## src/rtl/lvl_irq_pkg.sv

```systemverilog
package lvl_irq_pkg;

  typedef enum logic [1:0] {
    LVL_NONE = 2'd0,
    LVL_LOW  = 2'd1,
    LVL_MED  = 2'd2,
    LVL_HIGH = 2'd3
  } lvl_e;

  localparam logic [1:0] REG_STATUS = 2'd0;
  localparam logic [1:0] REG_PRIO   = 2'd1;
  localparam logic [1:0] REG_CTRL   = 2'd2;

  localparam int CTRL_RR_BIT   = 7;
  localparam int CTRL_BASE_BIT = 6;
  localparam logic [7:0] CTRL_MASK = 8'hC7;

  localparam int VEC_SIZE  = 4;
  localparam int VEC_SHIFT = $clog2(VEC_SIZE);

  // strobes from the arbiter to the register datapath
  typedef struct packed {
    logic take;      // accepted acknowledge
    lvl_e takeLvl;   // level of the taken vector
    logic lowTake;   // take that rotates the priority register
    logic retire;    // return from the highest executing level
  } strobe_t;

endpackage

```

## src/rtl/lvl_irq_arb.sv

```systemverilog
module lvl_irq_arb
  import lvl_irq_pkg::*;
#(
  parameter int NUM_VEC = 8,
  parameter int VEC_W   = $clog2(NUM_VEC)
) (
  input  logic [NUM_VEC-1:0]   irqReq,
  input  logic [2*NUM_VEC-1:0] irqLevel,
  input  logic [2:0]           levelEn,
  input  logic                 rrEn,
  input  logic [VEC_W-1:0]     prioQ,
  input  logic [2:0]           statusQ,
  input  logic                 ack,
  input  logic                 reti,
  output logic                 winValid,
  output logic [VEC_W-1:0]     winVec,
  output strobe_t              strobe
);

  localparam logic [VEC_W-1:0] TOP_VEC = VEC_W'(NUM_VEC - 1);

  logic [NUM_VEC-1:0] lowMask, medMask, highMask;

  for (genvar v = 0; v < NUM_VEC; v++) begin : g_mask
    logic [1:0] tag;
    assign tag         = irqLevel[2*v +: 2];
    assign lowMask[v]  = irqReq[v] && (tag == LVL_LOW)  && levelEn[0];
    assign medMask[v]  = irqReq[v] && (tag == LVL_MED)  && levelEn[1];
    assign highMask[v] = irqReq[v] && (tag == LVL_HIGH) && levelEn[2];
  end

  // first set bit of m, searching upward from s with wrap
  function automatic logic [VEC_W:0] pickFrom(input logic [NUM_VEC-1:0] m,
                                              input logic [VEC_W-1:0] s);
    logic [VEC_W:0] r;
    int idx;
    r = '0;
    for (int k = NUM_VEC - 1; k >= 0; k--) begin
      idx = int'(s) + k;
      if (idx >= NUM_VEC) idx = idx - NUM_VEC;
      if (m[idx[VEC_W-1:0]]) r = {1'b1, idx[VEC_W-1:0]};
    end
    return r;
  endfunction

  logic [VEC_W-1:0] lowStart;
  logic [VEC_W:0]   lowPick, medPick, highPick;
  lvl_e             winLvl, execLvl;

  always_comb begin
    if (rrEn || (prioQ != '0))
      lowStart = (prioQ == TOP_VEC) ? '0 : prioQ + 1'b1;
    else
      lowStart = '0;
  end

  assign lowPick  = pickFrom(lowMask, lowStart);
  assign medPick  = pickFrom(medMask, '0);
  assign highPick = pickFrom(highMask, '0);

  always_comb begin
    if (highPick[VEC_W]) begin
      winLvl = LVL_HIGH;
      winVec = highPick[VEC_W-1:0];
    end else if (medPick[VEC_W]) begin
      winLvl = LVL_MED;
      winVec = medPick[VEC_W-1:0];
    end else if (lowPick[VEC_W]) begin
      winLvl = LVL_LOW;
      winVec = lowPick[VEC_W-1:0];
    end else begin
      winLvl = LVL_NONE;
      winVec = '0;
    end
  end

  always_comb begin
    if (statusQ[2])      execLvl = LVL_HIGH;
    else if (statusQ[1]) execLvl = LVL_MED;
    else if (statusQ[0]) execLvl = LVL_LOW;
    else                 execLvl = LVL_NONE;
  end

  assign winValid = (winLvl > execLvl);

  always_comb begin
    strobe.take    = ack && winValid && !reti;
    strobe.takeLvl = winLvl;
    strobe.lowTake = ack && winValid && !reti && (winLvl == LVL_LOW) && rrEn;
    strobe.retire  = reti;
  end

endmodule

```

## src/rtl/lvl_irq_regs.sv

```systemverilog
module lvl_irq_regs
  import lvl_irq_pkg::*;
#(
  parameter int VEC_W  = 3,
  parameter int ADDR_W = 16,
  parameter logic [ADDR_W-1:0] APP_BASE  = '0,
  parameter logic [ADDR_W-1:0] BOOT_BASE = ADDR_W'(16'h4000)
) (
  input  logic              clk,
  input  logic              rstN,
  input  logic              regWrEn,
  input  logic [1:0]        regAddr,
  input  logic [7:0]        regWrData,
  input  strobe_t           strobe,
  input  logic [VEC_W-1:0]  winVec,
  output logic [7:0]        ctrlQ,
  output logic [VEC_W-1:0]  prioQ,
  output logic [2:0]        statusQ,
  output logic [7:0]        regRdData,
  output logic [ADDR_W-1:0] vecAddr
);

  logic wrCtrl, wrPrio;
  assign wrCtrl = regWrEn && (regAddr == REG_CTRL);
  assign wrPrio = regWrEn && (regAddr == REG_PRIO);

  always_ff @(posedge clk) begin
    if (!rstN)       ctrlQ <= '0;
    else if (wrCtrl) ctrlQ <= regWrData & CTRL_MASK;
  end

  always_ff @(posedge clk) begin
    if (!rstN)               prioQ <= '0;
    else if (wrPrio)         prioQ <= regWrData[VEC_W-1:0];
    else if (strobe.lowTake) prioQ <= winVec;
  end

  logic [2:0] statusD;
  always_comb begin
    statusD = statusQ;
    if (strobe.retire) begin
      if (statusQ[2])      statusD[2] = 1'b0;
      else if (statusQ[1]) statusD[1] = 1'b0;
      else if (statusQ[0]) statusD[0] = 1'b0;
    end else if (strobe.take) begin
      case (strobe.takeLvl)
        LVL_LOW:  statusD[0] = 1'b1;
        LVL_MED:  statusD[1] = 1'b1;
        LVL_HIGH: statusD[2] = 1'b1;
        default:  ;
      endcase
    end
  end

  always_ff @(posedge clk) begin
    if (!rstN) statusQ <= '0;
    else       statusQ <= statusD;
  end

  always_comb begin
    case (regAddr)
      REG_STATUS: regRdData = {5'b0, statusQ};
      REG_PRIO:   regRdData = 8'(prioQ);
      REG_CTRL:   regRdData = ctrlQ;
      default:    regRdData = '0;
    endcase
  end

  logic [ADDR_W-1:0] baseSel;
  assign baseSel = ctrlQ[CTRL_BASE_BIT] ? BOOT_BASE : APP_BASE;
  assign vecAddr = baseSel + (ADDR_W'(winVec) << VEC_SHIFT);

endmodule

```

## src/rtl/lvl_irq_ctrl.sv

```systemverilog
module lvl_irq_ctrl
  import lvl_irq_pkg::*;
#(
  parameter int NUM_VEC = 8,
  parameter int VEC_W   = $clog2(NUM_VEC),
  parameter int ADDR_W  = 16,
  parameter logic [ADDR_W-1:0] APP_BASE  = '0,
  parameter logic [ADDR_W-1:0] BOOT_BASE = ADDR_W'(16'h4000)
) (
  input  logic                 clk,
  input  logic                 rstN,
  input  logic [NUM_VEC-1:0]   irqReq,
  input  logic [2*NUM_VEC-1:0] irqLevel,
  input  logic                 regWrEn,
  input  logic [1:0]           regAddr,
  input  logic [7:0]           regWrData,
  output logic [7:0]           regRdData,
  input  logic                 ack,
  input  logic                 reti,
  output logic                 irqValid,
  output logic [VEC_W-1:0]     irqVector,
  output logic [ADDR_W-1:0]    irqVecAddr
);

  logic [7:0]       ctrlQ;
  logic [VEC_W-1:0] prioQ;
  logic [2:0]       statusQ;
  strobe_t          strobe;

  lvl_irq_arb #(.NUM_VEC(NUM_VEC), .VEC_W(VEC_W)) u_arb (
    .irqReq   (irqReq),
    .irqLevel (irqLevel),
    .levelEn  (ctrlQ[2:0]),
    .rrEn     (ctrlQ[CTRL_RR_BIT]),
    .prioQ    (prioQ),
    .statusQ  (statusQ),
    .ack      (ack),
    .reti     (reti),
    .winValid (irqValid),
    .winVec   (irqVector),
    .strobe   (strobe)
  );

  lvl_irq_regs #(
    .VEC_W(VEC_W), .ADDR_W(ADDR_W), .APP_BASE(APP_BASE), .BOOT_BASE(BOOT_BASE)
  ) u_regs (
    .clk       (clk),
    .rstN      (rstN),
    .regWrEn   (regWrEn),
    .regAddr   (regAddr),
    .regWrData (regWrData),
    .strobe    (strobe),
    .winVec    (irqVector),
    .ctrlQ     (ctrlQ),
    .prioQ     (prioQ),
    .statusQ   (statusQ),
    .regRdData (regRdData),
    .vecAddr   (irqVecAddr)
  );

endmodule

```

## config.mk

```make
export PLATFORM = sky130hd
export DESIGN_NAME = lvl_irq_ctrl
export DESIGN_NICKNAME = d
export VERILOG_FILES = /design/src/rtl/lvl_irq_pkg.sv /design/src/rtl/lvl_irq_arb.sv /design/src/rtl/lvl_irq_regs.sv /design/src/rtl/lvl_irq_ctrl.sv
export SDC_FILE = /design/constraint.sdc
export NUM_CORES = 1
export LEC_CHECK = 0
export BUFFER_PORTS_ARGS = -buffer_cell sky130_fd_sc_hd__buf_2
export CAP_MARGIN = 20
export CORE_ASPECT_RATIO = 0.7
export CORE_UTILIZATION = 41
export DETAILED_ROUTE_END_ITERATION = 12
export PLACE_DENSITY = 0.68
export SYNTH_ARGS = -nofsm -noshare
export SYNTH_HDL_FRONTEND = slang
export SYNTH_SLANG_ARGS = --single-unit
```

## constraint.sdc

```tcl
create_clock -name clk -period 4.29 [get_ports clk]
set_input_delay 0.429 -clock clk [delete_from_list [all_inputs] [get_ports clk]]
set_output_delay 0.429 -clock clk [all_outputs]
set_load 0.03 [all_outputs]
```

==> metrics.cfg <==
[power_and_ir_drop]
ir_drop_v = 0.000159
finalPower_uw = 534
p_leak_nw = 1.12
power_density_mw_per_mm2 = 204

[setup_path]
crit_top_cell = ha_1
critical_path_required_ps = 3860
critical_path_peak_fanout = 5
crit_chain = ha_1 -> ha_1 -> nand2b_1 -> nor2_2 -> inv_2 -> ha_4 -> mux4_2 -> buf_4 -> mux2_2 -> or3_1 -> a21oi_2 -> o31ai_2 -> and4_1 -> buf_2
cp_data_arrival_time_ps = 3770
critPathMaxStageDelay_ps = 510
criticalPathCategory = reg2out
critPathLaunchType = flop
crit_family = simple AND/OR/NAND/NOR gates
end_kind = primary output
crit_buf_inv = 3
slowest_stage = mux4_2

[place]
portBuffers = 48
placed_area_mm2 = 0.00253
globalplace.congestion = 0.970
dp_hpwl_um = 5330

[sta]
max_freq_mhz = 238
max-slew-margin-rel_pct = 56.0
setup_viol = 0
min_period_over_period_pct = 98.0
drv_slew = 0
hold_viol = 0
worst_clock_skew_ps = 3.92
finalCriticalPeriod_ps = 4200
fin_hold_ws_ps = 382
setup-tns-final_ps = 0
tightest_slew_ps = 658

[clock_network]
root_buffer = clkbuf_8
cts_sinks = 11
cts_tree = yes
worst_skew_pair.late_latency_ps = 240
clk_pin_slew_ps = 50
h-tree-depth = 1
numCtsBuffers = 3
holdBufCountCts = 0
clk_path_buf_depth = 2

[finish]
nFillCells = 516
fin_area_mm2 = 0.00262
multi_input_area_mm2 = 0.00191
seqCellArea_um2 = 220
antennaDiodeCount = 0
fin_nets = 398
drive_above_1_share_pct = 28.4
area_growth_pct = 14.0

[global_routing]
antenna_found_initial = 0
grt.total_usage_pct = 23.0
overflow = 0
grt_max_degree = 19
grt_pass1_vias = 2182
grt_pass1_wl_um = 10800

[synthesis]
ys_types = 74
async_flop_share_pct = 0
synth_common_cells = 30 x nand2_1, 21 x nor3_1, 20 x buf_4
synth_area_mm2 = 0.00230
synth_area_leader_cell = dfxtp_1
yosysSeqAreaShare_pct = 9.58
yosysMostFrequentCell = nand2_1
synth.top_cell.area_share_pct = 9.58
yosys-top-cells-area = dfxtp_1 9.6%, buf_4 6.5%, nand2_1 4.9%, nor3_1 4.6%, nand4b_1 3.8%
syn_area_per_cell_um2 = 7.44
synth_cells = 309
synth_ff_type = dfxtp_1
synth_edf_count = 0
yosysWarnings = 0
synth-seq-cells = 11

[route]
via_count = 2554
first_iter_violations = 173
viasPerCell = 6.02
dr.pass1.iters = 4
drc_errors = 0
wl_per_cell_um = 15.8
final_antenna_net_count = 0
finalWirelength_um = 6720

[min_path]
hold_class = in2reg

[die]
ioPinCount = 67
initial_core_util_pct = 43.3
die_h_um = 64.7
fp.dieW_um = 91.5
die_area_mm2 = 0.00592
rows = 22
core-area_mm2 = 0.00531

[run_status]
status = completed

[flow_run]
cap_violations = 0

## layer usage
layer,track usage (%),vias to the layer above,part of all wire [%]
li1,-,1241,-
met1,35.5,1169,50
met2,31.8,134,40
met3,5.16,10,9.5
met4,4.76,0,1.2
met5,0,-,0
## power breakdown
group	switching [mW]	internal, mW	leakage (nW)
combinational	0.196	0.122	1.01
clock	0.0399	0.0653	0.0228
sequential	0.00616	0.105	0.0893
## state kept, by name, summed over array words and instances (netlist names)
register,cells
u_regs.ctrlQ,5
u_regs.prioQ,3
u_regs.statusQ,3
## layout by cell type (no fill, tap or decap), types with 3 or more instances in the layout
master and instances:
and2_1 4, xnor2_1 3, nand4b_1 10, a31oi_1 3, or2_2 4, or3_1 3
a21oi_2 3, nor2b_1 5, ha_1 5, nand2b_1 4, buf_4 13, a21oi_1 16
buf_2 46, and3_1 4, a211oi_1 6, a21boi_0 6, nand4_1 7, nor4_2 3
nor3_1 20, a21o_1 3, mux2i_1 7, nand2_1 30, nor2_1 13, nand3_1 11
conb_1 15, clkbuf_8 3, a22oi_1 3, o21ai_0 14, inv_1 5, o211ai_1 4
nor4_1 6, nor3b_1 3, dfxtp_1 11, nand3b_1 3
## layout make-up
| type | count | share of cell area (%) |
|---|---|---|
| clock buffer | 4 | 1.72 |
| tap | 72 | 3.44 |
| timing repair buffer | 59 | 12.5 |
| multi-input combinational | 270 | 72.7 |
| inverter | 8 | 1.24 |
| sequential | 11 | 8.40 |
## cell families after synthesis
group	count (synthesis)	share of synthesized area, %
DFF	11	9.58
muxes	12	6.75
AOI/OAI and AO/OA	86	27.5
other	1	0.163
buffers and inverters	42	12.0
adders and majority gates	6	3.26
xor gates and xnor gates	5	2.23
and+or+nand+nor	146	38.5
## worst register-to-register path, cell delays in order, from the launching register on
cell,delay [ps]
dfxtp_1,350
ha_1,210
ha_1,240
nand2b_1,200
nor2_2,160
inv_2,70
ha_4,290
mux4_2,510
and2_4,200
a41oi_2,240
nor2_1,70
ha_1,280
nand2_1,60
o21ai_0,110
inv_2,70
nand3b_1,90
nor2_1,210
nand3_1,210
nand2_1,120
o211ai_1,90
o211a_1,140
## final timing paths
path,startpoint,endpoint,slack [ps],cells after the start
min reg2reg,u_regs.ctrlQ[6],u_regs.ctrlQ[6],480,2
max,u_regs.prioQ[0],irqVector[1],90,14
min,reti,u_regs.statusQ[2],380,2
max reg2reg,u_regs.prioQ[0],u_regs.prioQ[2],260,20
## stage by stage
step | setup WS (ps) | utilization (%) | std cells
2_1_floorplan | 23.6 | - | 323
3_3_place_gp | 175 | 47.6 | 420
3_5_place_dp | 147 | 47.6 | 420
4_1_cts | 31.3 | 48.7 | 424
5_1_grt | -55.8 | 49.3 | 424
6_report | 86.5 | 49.3 | 424
## timing repair
item,4_1_cts,5_1_grt
pin swaps,0,2
buffers inserted,0,0
gates resized for setup,3,6
setup endpoints to repair,4,9
Power figures use the tool's default switching activity.
